===== config.mk =====
export PLATFORM = sky130hd
export DESIGN_NAME = irq_chain_resolver
export DESIGN_NICKNAME = d
export VERILOG_FILES = /design/src/rtl/irq_chain_pkg.sv /design/src/rtl/irq_slot_table.sv /design/src/rtl/irq_priority_scan.sv /design/src/rtl/irq_chain_resolver.sv
export SDC_FILE = /design/constraint.sdc
export NUM_CORES = 1
export LEC_CHECK = 0
export ABC_AREA = 1
export BUFFER_PORTS_ARGS = -buffer_cell sky130_fd_sc_hd__buf_2
export CORE_MARGIN = 2
export CORE_UTILIZATION = 44
export DETAILED_ROUTE_END_ITERATION = 8
export GPL_ROUTABILITY_DRIVEN = 1
export PLACE_DENSITY = 0.65
export SYNTH_ARGS = -nofsm -noshare
export SYNTH_HDL_FRONTEND = slang
export SYNTH_SLANG_ARGS = --single-unit

===== constraint.sdc =====
create_clock -name clk -period 2.6 [get_ports clk]
set_clock_uncertainty 0.2 [all_clocks]
set_input_delay 0.52 -clock clk [delete_from_list [all_inputs] [get_ports clk]]
set_output_delay 0.52 -clock clk [all_outputs]
set_load 0.01 [all_outputs]

===== src/rtl/irq_chain_pkg.sv =====
// Shared types for the daisy-chain interrupt resolver.
// Assumes: the status pair is always handled as one two-bit record.
package irq_chain_pkg;

    // One chain slot: in-service flag above request flag (bit 0 = request).
    typedef struct packed {
        logic ins;
        logic req;
    } slot_stat_t;

endpackage


===== src/rtl/irq_slot_table.sv =====
// Per-slot status storage with change detection.
// Applies one write per cycle. Flags a rescan only when the addressed record
// actually changes. Drops writes to indices at or above NUM_SLOTS.
// Assumes ADDR_W >= SLOT_W.
module irq_slot_table
    import irq_chain_pkg::*;
#(
    parameter int NUM_SLOTS = 4,
    parameter int ADDR_W    = 3,
    parameter int SLOT_W    = (NUM_SLOTS > 1) ? $clog2(NUM_SLOTS) : 1
) (
    input  logic                          clk,
    input  logic                          rst_n,
    input  logic                          wr_en,
    input  logic [ADDR_W-1:0]             wr_idx,
    input  slot_stat_t                    wr_status,
    input  logic                          clear_all,
    output slot_stat_t [NUM_SLOTS-1:0]    table_q,
    output slot_stat_t [NUM_SLOTS-1:0]    table_nx,
    output logic                          reeval
);

    localparam logic [ADDR_W:0] SLOT_LIMIT = (ADDR_W+1)'(NUM_SLOTS);

    logic              in_range;
    logic [SLOT_W-1:0] slot_sel;

    // Decode the write address and detect a real change of the record.
    assign in_range = ({1'b0, wr_idx} < SLOT_LIMIT);
    assign slot_sel = wr_idx[SLOT_W-1:0];
    assign reeval   = wr_en && in_range && !clear_all && (table_q[slot_sel] != wr_status);

    // Next-table view: the addressed slot takes the written record.
    for (genvar g = 0; g < NUM_SLOTS; g++) begin : g_slot
        assign table_nx[g] = (wr_en && in_range && (slot_sel == SLOT_W'(g)))
                             ? wr_status : table_q[g];
    end

    // Record storage: reset and clear empty it, a changing write updates it.
    always_ff @(posedge clk) begin
        if (!rst_n || clear_all) begin
            table_q <= '0;
        end else if (reeval) begin
            table_q <= table_nx;
        end
    end

    // an out-of-range write leaves every record untouched.
    a_r10_range_ignored: assert property (@(posedge clk) disable iff (!rst_n)
        (wr_en && !in_range && !clear_all) |=> $stable(table_q));

    // clear leaves an empty table.
    a_r8_clear_empties: assert property (@(posedge clk) disable iff (!rst_n)
        clear_all |=> (table_q == '0));

endmodule


===== src/rtl/irq_priority_scan.sv =====
// Ordered priority scan over the slot records.
// Walks slots from 0 upwards. A request takes the requester position, and an
// in-service flag first drops any earlier requester and takes the in-service
// position. Purely combinational.
module irq_priority_scan
    import irq_chain_pkg::*;
#(
    parameter int NUM_SLOTS = 4,
    parameter int SLOT_W    = (NUM_SLOTS > 1) ? $clog2(NUM_SLOTS) : 1
) (
    input  slot_stat_t [NUM_SLOTS-1:0] table_in,
    output logic                       req_v,
    output logic [SLOT_W-1:0]          req_i,
    output logic                       ins_v,
    output logic [SLOT_W-1:0]          ins_i
);

    // Single ascending pass; later slots override earlier findings.
    always_comb begin
        req_v = 1'b0;
        req_i = '0;
        ins_v = 1'b0;
        ins_i = '0;
        for (int s = 0; s < NUM_SLOTS; s++) begin
            if (table_in[s].ins) begin
                req_v = 1'b0;
                ins_v = 1'b1;
                ins_i = SLOT_W'(s);
            end
            if (table_in[s].req) begin
                req_v = 1'b1;
                req_i = SLOT_W'(s);
            end
        end
    end

endmodule


===== src/rtl/irq_chain_resolver.sv =====
// Daisy-chain interrupt priority resolver, top level.
// Holds the result registers for the requester, the in-service device and the
// pending flag. A changing status write reloads them from the scan of the
// next-cycle table. Clear and acknowledge drop parts of the result.
// Assumes one write per cycle and ADDR_W >= SLOT_W.
module irq_chain_resolver
    import irq_chain_pkg::*;
#(
    parameter int NUM_SLOTS = 4,
    parameter int ADDR_W    = 3,
    parameter int SLOT_W    = (NUM_SLOTS > 1) ? $clog2(NUM_SLOTS) : 1
) (
    input  logic              clk,
    input  logic              rst_n,
    input  logic              wr_en,
    input  logic [ADDR_W-1:0] wr_idx,
    input  logic [1:0]        wr_status,
    input  logic              clear_all,
    input  logic              ack,
    output logic              req_valid,
    output logic [SLOT_W-1:0] req_idx,
    output logic              ins_valid,
    output logic [SLOT_W-1:0] ins_idx,
    output logic              irq_pending
);

    slot_stat_t [NUM_SLOTS-1:0] table_q;
    slot_stat_t [NUM_SLOTS-1:0] table_nx;
    logic                       reeval;
    logic                       scan_rv;
    logic                       scan_iv;
    logic [SLOT_W-1:0]          scan_ri;
    logic [SLOT_W-1:0]          scan_ii;

    irq_slot_table #(
        .NUM_SLOTS (NUM_SLOTS),
        .ADDR_W    (ADDR_W),
        .SLOT_W    (SLOT_W)
    ) u_table (
        .clk       (clk),
        .rst_n     (rst_n),
        .wr_en     (wr_en),
        .wr_idx    (wr_idx),
        .wr_status (slot_stat_t'(wr_status)),
        .clear_all (clear_all),
        .table_q   (table_q),
        .table_nx  (table_nx),
        .reeval    (reeval)
    );

    irq_priority_scan #(
        .NUM_SLOTS (NUM_SLOTS),
        .SLOT_W    (SLOT_W)
    ) u_scan (
        .table_in (table_nx),
        .req_v    (scan_rv),
        .req_i    (scan_ri),
        .ins_v    (scan_iv),
        .ins_i    (scan_ii)
    );

    // Result registers: reset, then clear, then rescan, then acknowledge.
    always_ff @(posedge clk) begin
        if (!rst_n) begin
            req_valid   <= 1'b0;
            req_idx     <= '0;
            ins_valid   <= 1'b0;
            ins_idx     <= '0;
            irq_pending <= 1'b0;
        end else if (clear_all) begin
            ins_valid   <= 1'b0;
            irq_pending <= 1'b0;
            if (ack) begin
                req_valid <= 1'b0;
            end
        end else if (reeval) begin
            req_valid   <= scan_rv;
            req_idx     <= scan_ri;
            ins_valid   <= scan_iv;
            ins_idx     <= scan_ii;
            irq_pending <= scan_rv;
        end else if (ack) begin
            req_valid   <= 1'b0;
            irq_pending <= 1'b0;
        end
    end

    // a pending interrupt always has a requester behind it.
    a_r7_pending_has_req: assert property (@(posedge clk) disable iff (!rst_n)
        irq_pending |-> req_valid);

    // a reported requester never sits below the in-service device.
    a_r5_req_above_ins: assert property (@(posedge clk) disable iff (!rst_n)
        (req_valid && ins_valid) |-> (req_idx >= ins_idx));

    // with no rescan, clear or acknowledge, the outputs hold.
    a_r3_quiet_hold: assert property (@(posedge clk) disable iff (!rst_n)
        (!reeval && !clear_all && !ack) |=>
        $stable({req_valid, req_idx, ins_valid, ins_idx, irq_pending}));

    // an acknowledge without a rescan withdraws the grant.
    a_r9_ack_drops: assert property (@(posedge clk) disable iff (!rst_n)
        (ack && !reeval && !clear_all) |=> (!req_valid && !irq_pending));

    // clear drops pending and in-service.
    a_r8_clear_outputs: assert property (@(posedge clk) disable iff (!rst_n)
        clear_all |=> (!irq_pending && !ins_valid));

endmodule


==> metrics, run 1 <==
status complete, no violations; Area Growth Syn to Fin 11.9%; critical path, cell by cell buf_2 > inv_4 > nand2_1 > nand2_1 > nand2_1 > nand2_1 > nand2_1 > nand2_4 > a21oi_4 > nand2_1 > a21oi_1; worst hold path endpoint req_idx[1]; Lkg Pwr around 0.5 nW; Synth area leaders dfxtp_1 31%, nand2_1 23%, a21oi_1 7.7%; core area approximately 2100 um^2; final setup fails 0; Hold Path Depth 2; Period Utilization, post-route 0.622; initial antenna violation count 0; routability cong. around 0.81; Post-Syn Instances around 150; Hold Crit Start req_idx[1]; TritonCTS clock tree done; Synth async-reset ratio 0; sequential-to-total area share from yosys stat 0.306; Critical Path Max Stage Delay 0.23 ns; crit end category register; Post-DP Area ~1100 um^2; RSZ-0062 raised after global routing false; FF-to-FF Start u_table.table_q[7]; area leader, netlist dfxtp_1; f_max around 620 MHz; DR pass1 iterations 4; setup bufs post-CTS 0; DIE WIDTH 51.2 um; synth warn 0; clock power share 0.315; crit path buf inv count 2; XOR/XNOR Fraction of Synth Area 0; final WL approximately 2 mm; Root Buffer clkbuf_4; Internal Power about 300 uW; IO buf count 16; vias in the first global route between 800 and 900; Arrival @ worst endpoint around 1.6 ns; First DRT Iteration DRCs 20; GRT overflow 0; cell row count 17; Synth Area in Compound Gates 0.131; via count approximately 960; Num CTS Buffers 3; reg-to-reg critical path endpoint req_valid; Comb pwr share 0.147; Post-synth EDFFs 0; nets 181; pwr/cell area about 390 nW/um^2; Post-Syn Area between 900 and 1000 um^2; share of cells above drive strength 1 0.182; Worst Max-Slew Pin Slew ~0.36 ns; R2R setup slack around 1.1 ns; diode count 0; routed length on met3 120 um; Hold Vio Cnt, Final 0; # hold bufs at CTS 0; Clk Latency, worst-skew pair slightly below 0.3 ns; Resized cells post-CTS 0; Wirelength per Cell roughly 10 um; FILL cells approximately 240; Clock Pin Slew Worst Setup and Hold Paths 0.09 ns; critical path type in -> reg; max_slew headroom 0.756; Die H 51.2 um; clk sinks 15; H-tree level count 1; worst reg2reg path depth 8; Via density about 5; Post-Synth Simple-Gate Area 0.460; pin count of the biggest net entering global routing 15; Most used DFF post-synth dfxtp_1; DP Wirelength ~1.6 mm; worst hold path class reg -> reg; Antenna Violating Nets Remaining 0; Finished Cell Area roughly 1100 um^2; M1 wire length ~980 um; cell with the most instances after synthesis nand2_1; critical path fanouts, max 9; Die ar. roughly 2600 um^2; Peak VDD IR between 0.2 and 0.3 mV; Final Util 0.511; Synth Area in Adders 0; Final Max Slew Viols 0; critical path's most frequent cell nand2_1; Synth top cells by count 61 x nand2_1, 17 x inv_1, 15 x a21oi_1, 15 x dfxtp_1, 12 x nand3_1; #FFs+latches synth 15; MaxCap Viol Count 0; Syn Nets ~160; startpoint types input pin; Post-Syn Area per Cell between 6 and 7 um^2; Switching Share 0.285; PnR worst setup slack approximately 1 ns; first-pass GRT wire length around 3.6 mm; Tot GR Track Use 0.183; num ports 17; Residual DRC 0; final hold slack 0.266 ns; largest family of logic cells by synthesized area simple AND/OR/NAND/NOR gates; Top Layer Used met4; Max clock buf depth 2; Synth top area share 0.306; post-place setup slack approximately 0.66 ns; setup TNS 0 ns; Synth cell types 22; Period minus WS final between 1.5 and 2 ns; family with the most delay on the worst path simple AND/OR/NAND/NOR gates; Slowest-stage cell, CP a21oi_4; Psw approximately 120 uW; worst endpoint required time 2.62 ns; Reg power frac 0.538; proportion of synthesized area in mux cells 0; Starting Density 0.457; WL met2 just over 900 um
==> power groups by stage <==
| stage | Combinational (mW) | Sequential (mW) | Clock, mW |
|---|---|---|---|
| floorplan | 0.0460 | 0.238 | 0 |
| global placement | 0.0627 | 0.237 | 0 |
| detailed placement | 0.0635 | 0.237 | 0 |
| CTS | 0.0638 | 0.232 | 0.141 |
| global route | 0.0717 | 0.232 | 0.151 |
| finish | 0.0633 | 0.232 | 0.136 |
==> layout by cell type (no fill, tap or decap) <==
cell,count
nand2_1,61
inv_1,17
buf_2,16
a21oi_1,15
dfxtp_1,15
nand3_1,12
nor2_1,8
o21ai_0,4
clkbuf_4,3
nand2_2,2
nand2_4,2
nand2_8,2
nand4_1,2
o21ai_1,2
inv_4,1
nor2_4,1
nor2_8,1
a21oi_4,1
nor2_2,1
o21a_1,1
clkinv_1,1
nand3b_1,1
clkinv_2,1
==> per-stage QoR <==
| step | instances | power [mW] |
|---|---|---|
| 3_3_place_gp | 194 | 0.300 |
| 2_1_floorplan | 152 | 0.284 |
| 3_5_place_dp | 194 | 0.301 |
| 6_report | 198 | 0.431 |
| 5_1_grt | 198 | 0.455 |
| 4_1_cts | 198 | 0.437 |
==> how the worst max path moves through the flow <==
stage | start | to | slack [ns] | cells past startpoint
4_1_cts | wr_idx[0] | req_valid | 0.98 | 11
2_1_floorplan | wr_idx[0] | ins_valid | 0.85 | 13
3_5_place_dp | wr_idx[0] | irq_pending | 0.66 | 11
3_3_place_gp | wr_idx[0] | req_valid | 0.71 | 11
6_report | wr_idx[0] | req_valid | 0.98 | 11
5_1_grt | wr_idx[0] | req_valid | 0.82 | 11
==> cell type report <==
class	instances	area (um^2)	area share
Sequential cell	15	300	0.274
Timing Repair Buffer	16	80.1	0.0730
Clock inverter	1	5.00	0.00456
Multi-Input combinational cell	116	581	0.529
Tap cell	28	35.0	0.0319
Clock buffer	3	22.5	0.0205
Inverter	19	73.8	0.0673
==> flip-flops by register name (all words and copies together), names as in the netlist <==
signal           count
ins_valid            1
req_valid            1
ins_idx              2
irq_pending          1
u_table.table_q      8
req_idx              2
==> worst reg2reg max path, cell delays in order (launching register included) <==
cell and delay [ns]:
dfxtp_1 0.36, nand2_1 0.07, nand2_1 0.07, nand2_1 0.06, nand3_1 0.13, nand2_4 0.10, a21oi_4 0.23, nand2_1 0.11
a21oi_1 0.13
==> logic make-up (layout without fill, tap and decap cells) <==
logic type | after synthesis | count (layout)
buffers and inverters | 21 | 39
and+or+nand+nor | 93 | 93
DFF | 15 | 15
AOI/OAI and AO/OA | 23 | 23
==> routing by layer <==
layer	global-route usage	vias up
met1	0.246	417
met5	0	-
li1	-	512
met4	0.0789	0
met2	0.286	29
met3	0.0351	4
(Power assumes the default switching activity.)
==> run 2, diff against run 1 <==
--- a/config.mk
+++ b/config.mk
@@ -11,7 +11,7 @@
 export CORE_UTILIZATION = 44
 export DETAILED_ROUTE_END_ITERATION = 8
 export GPL_ROUTABILITY_DRIVEN = 1
-export PLACE_DENSITY = 0.65
+export PLACE_DENSITY = 0.68
 export SYNTH_ARGS = -nofsm -noshare
 export SYNTH_HDL_FRONTEND = slang
 export SYNTH_SLANG_ARGS = --single-unit
==> constraint.sdc (replaced) <==
create_clock -name clk -period 1.3 [get_ports clk]
set_clock_uncertainty 0.2 [all_clocks]
set_input_delay 0.26 -clock clk [delete_from_list [all_inputs] [get_ports clk]]
set_output_delay 0.26 -clock clk [all_outputs]
set_load 0.01 [all_outputs]
==> metrics, run 2 (synthesis gave the netlist of run 1 again) <==
status finished with violations; failing checks DRC, setup timing; DIE WIDTH between 50 and 60 um; Arrival @ worst endpoint 1.56 ns; pin count of the biggest net entering global routing 11; critical path, cell by cell nand2_2 > nand2_2 > nand2_2 > nand2_2 > nand2_2 > nand2_4 > a21oi_4 > nand2_2 > a21oi_2; DP Wirelength 1.84 mm; Root Buffer clkbuf_4; Worst Max-Slew Pin Slew 0.276 ns; vias in the first global route 989; diode count 0; routability cong. roughly 0.97; worst endpoint required time about 1.3 ns; GRT overflow 0; FILL cells between 150 and 200; largest reg by FF count u_table.table_q; crit end category register; Final Util 0.653; IO buf count 16; critical path fanouts, max 7; Max clock buf depth 2; f_max approximately 650 MHz; post-place setup slack -0.391 ns; Slowest-stage cell, CP dfxtp_2; Clock Pin Slew Worst Setup and Hold Paths roughly 0.1 ns; via count 1,059; Via density around 4.9; Clk Latency, worst-skew pair 0.29 ns; startpoint types register; setup TNS -2.71 ns; TritonCTS clock tree done; num ports 17; share of cells above drive strength 1 0.511; core area 2150 um^2; crit path buf inv count 0; critical path type reg -> reg; final WL 2.56 mm; Sequential cell area around 310 um^2; worst hold path class in -> reg; pwr/cell area between 600 and 700 nW/um^2; Lkg Pwr 0.626 nW; area occupied by multi-input gates between 700 and 800 um^2; max_slew headroom 0.815; most frequent cells in the layout 36 x nand2_1, 26 x nand2_2, 18 x buf_4, 16 x inv_1, 16 x buf_2; Hold Vio Cnt, Final 0; Antenna Violating Nets Remaining 0; DR pass1 iterations 6; cell row count 17; Tot GR Track Use 0.227; Largest regs u_table.table_q: 8 flops, ins_idx: 2 flops, req_idx: 2 flops; Num CTS Buffers 3; PnR worst setup slack -0.244 ns; first-pass GRT wire length approximately 4.4 mm; Critical Path Max Stage Delay ~0.34 ns; MaxCap Viol Count 0; Area Growth Syn to Fin 43.1%; most common cell after layout, fill and taps aside nand2_1; RSZ-0062 raised after global routing true; Peak VDD IR ~0.42 mV; Die H 51.2 um; Period minus WS final 1.54 ns; initial antenna violation count 0; Final Max Slew Viols 0; First DRT Iteration DRCs 16; family with the most delay on the worst path simple AND/OR/NAND/NOR gates; H-tree level count 1; Die ar. around 2600 um^2; critical path's most frequent cell nand2_2; clk sinks 15; nets roughly 200; final setup fails 15; Wirelength per Cell approximately 12 um; Starting Density 0.457; Residual DRC 2; Largest register FFs 8; Period Utilization, post-route 1.19
-- run 2: cell types whose count changed in the layout (fill, tap and decap cells not counted), sizes merged --
| cell | delta |
|---|---|
| nand2 | +1 |
| buf | +18 |
| clkinv | -1 |
| dlygate4sd3 | +1 |
| clkbuf | +1 |
-- run 2: power breakdown --
| part | switching [mW] | internal (mW) | leakage, nW |
|---|---|---|---|
| Clock | 0.155 | 0.119 | 0.0150 |
| Sequential | 0.00150 | 0.460 | 0.125 |
| Combinational | 0.112 | 0.0633 | 0.487 |
-- run 2: layout make-up --
| type | instances | area share |
|---|---|---|
| multi-input cells | 117 | 0.518 |
| flip-flops and latches | 15 | 0.222 |
| repair buffers | 35 | 0.160 |
| inverters | 19 | 0.0561 |
| well taps | 28 | 0.0250 |
| clock buffers | 4 | 0.0187 |
-- run 2: timing repair --
item | CTS | global route
buffers inserted | 0 | 0
pin swaps | 15 | 17
endpoints found under the setup margin | 15 | 15
hold buffers | 0 | 1
gates cloned | 1 | 0
endpoints found under the hold margin | 0 | 1
resized for setup | 16 | 30
-- run 2: tightest hold or removal path, cell delays in order --
cell and delay [ns]:
buf_2 0.09, nor2_1 0.04, nand2_1 0.07, a21oi_2 0.05
-- run 2: through the flow --
step / hold slack, ns / instance area (um^2) / power [mW] / cells
global route: 0.0620 / 1400 / 0.952 / 218
detailed placement: 0.253 / 1220 / 0.627 / 212
CTS: 0.00712 / 1310 / 0.905 / 217
floorplan: 0.181 / 1000 / 0.573 / 152
finish: 0.0621 / 1400 / 0.910 / 218
global placement: 0.248 / 1220 / 0.625 / 212
-- run 2: final timing paths --
kind | slack [ns] | cells past startpoint | endpoint | start
worst min register to register | 0.27 | 2 | ins_idx[0] | ins_idx[0]
worst max register to register | -0.24 | 9 | irq_pending | u_table.table_q[3]
worst max-delay path | -0.24 | 9 | irq_pending | u_table.table_q[3]
worst min-delay path | 0.06 | 4 | req_valid | ack
-- run 2: per-layer routing --
layer / wire length (um) / track usage
met1: 1220 / 0.301
met2: 1230 / 0.355
met3: 48 / 0.0380
met4: 70 / 0.114
met5: 0 / 0
==> run 3, diff against run 2 <==
--- a/config.mk
+++ b/config.mk
@@ -11,7 +11,7 @@
 export CORE_UTILIZATION = 44
 export DETAILED_ROUTE_END_ITERATION = 8
 export GPL_ROUTABILITY_DRIVEN = 1
-export PLACE_DENSITY = 0.68
+export PLACE_DENSITY_LB_ADDON = 0.08
 export SYNTH_ARGS = -nofsm -noshare
 export SYNTH_HDL_FRONTEND = slang
 export SYNTH_SLANG_ARGS = --single-unit
==> metrics, run 3 (synthesis gave the netlist of run 1 again) <==
Wirelength per Cell 11.6 um; Final Max Slew Viols 0; Switching Share 0.305; Reg power frac 0.497; DP Wirelength 1.87 mm; setup TNS -2.55 ns; Peak VDD IR roughly 0.46 mV; Starting Density 0.457; Num CTS Buffers 3; H-tree level count 1; FILL cells 204; largest reg by FF count u_table.table_q; clk sinks 15; Comb pwr share 0.196; Area Growth Syn to Fin 42.0%; Largest register FFs 8; first-pass GRT wire length 4.21 mm; cell row count 17; Arrival @ worst endpoint ~1.6 ns; TritonCTS clock tree done; final WL between 2 and 3 mm; Final Util 0.648; Via density roughly 5; pin count of the biggest net entering global routing 15; Period Utilization, post-route 1.17; MaxCap Viol Count 0; Psw 285 uW; diode count 0; Worst Max-Slew Pin Slew ~0.34 ns; Lkg Pwr 0.634 nW; worst hold path class in -> reg; max_slew headroom 0.773; via count roughly 1,100; crit end category register; initial antenna violation count 0; First DRT Iteration DRCs 23; final setup fails 15; critical path type reg -> reg; Die ar. 2620 um^2; failing checks setup timing; Die H 51.2 um; Antenna Violating Nets Remaining 0; Hold Vio Cnt, Final 0; clock power share 0.307; Internal Power around 650 uW; status finished with violations; worst endpoint required time roughly 1.3 ns; Clock Pin Slew Worst Setup and Hold Paths ~0.10 ns; share of cells above drive strength 1 0.455; routability cong. about 0.84; vias in the first global route between 900 and 1,000; most frequent cells in the layout 42 x nand2_1, 20 x nand2_2, 18 x buf_4, 16 x inv_1, 16 x buf_2; Clk Latency, worst-skew pair roughly 0.29 ns; most common cell after layout, fill and taps aside nand2_1; critical path fanouts, max 7; Residual DRC 0; f_max approximately 660 MHz; startpoint types register; Largest regs u_table.table_q: 8 flops, ins_idx: 2 flops, req_idx: 2 flops; PnR worst setup slack -0.223 ns; Max clock buf depth 2; Root Buffer clkbuf_4; Tot GR Track Use 0.211; Period minus WS final 1.52 ns; num ports 17; Sequential cell area about 300 um^2; nets just over 200; RSZ-0062 raised after global routing true; core area 2150 um^2; GRT overflow 0; DR pass1 iterations 4; pwr/cell area around 670 nW/um^2; IO buf count 16; area occupied by multi-input gates roughly 700 um^2; DIE WIDTH 51.2 um
==> run 3: metal layers <==
metal,vias up,share of wire,global-route usage
met3,6,0.058,0.0263
met5,-,0,0
met2,33,0.48,0.348
li1,561,-,-
met4,0,0.014,0.0789
met1,480,0.45,0.282
==> run 3: repair_timing <==
item / CTS / global route
pin swaps: 5 / 13
hold buffers: 1 / 0
setup endpoints to repair: 15 / 15
buffers inserted: 0 / 1
cloned: 0 / 1
endpoints found under the hold margin: 1 / 0
gates resized for setup: 7 / 27
==> run 3: power by group through the flow <==
| stage | combinational (mW) | sequential (mW) | clock (mW) |
|---|---|---|---|
| final | 0.183 | 0.464 | 0.286 |
| after global routing | 0.201 | 0.464 | 0.306 |
| after CTS | 0.164 | 0.464 | 0.293 |
| after detailed placement | 0.160 | 0.474 | 0 |
| after global placement | 0.157 | 0.474 | 0 |
| after floorplan | 0.0973 | 0.476 | 0 |
==> run 3: path summary, 6_finish.rpt <==
check,startpoint,to,slack (ns),depth (start not counted)
worst max register to register,u_table.table_q[5],irq_pending,-0.22,9
worst min register to register,req_idx[0],req_idx[0],0.26,2
worst max-delay path,u_table.table_q[5],irq_pending,-0.22,9
worst min-delay path,ack,req_valid,0.04,4
==> run 3: cell type report <==
cell class              count  area share
multi-input cells         117       0.501
clock inverters             1     0.00359
flip-flops and latches     15       0.221
well taps                  28      0.0252
inverters                  19      0.0566
clock buffers               3      0.0162
repair buffers             36       0.176
==> run 3: metrics by stage <==
step / hold slack [ns] / worst slack [ns] / cell area [um^2] / std cells / power, mW
6_report: 0.0411 / -0.223 / 1390 / 219 / 0.933
5_1_grt: 0.0625 / -0.337 / 1390 / 219 / 0.971
4_1_cts: 0.0294 / -0.206 / 1290 / 217 / 0.921
3_5_place_dp: 0.251 / -0.397 / 1230 / 212 / 0.634
3_3_place_gp: 0.243 / -0.367 / 1230 / 212 / 0.632
2_1_floorplan: 0.181 / -0.170 / 1000 / 152 / 0.573
==> run 3: worst max-delay path, stage by stage (launching register included) <==
cell,delay [ns]
dfxtp_2,0.35
nand2_2,0.06
nand2_2,0.05
nand2_2,0.08
nand2_2,0.05
nand2_2,0.07
nand2_4,0.08
a21oi_4,0.28
nand2_2,0.12
a21oi_2,0.13
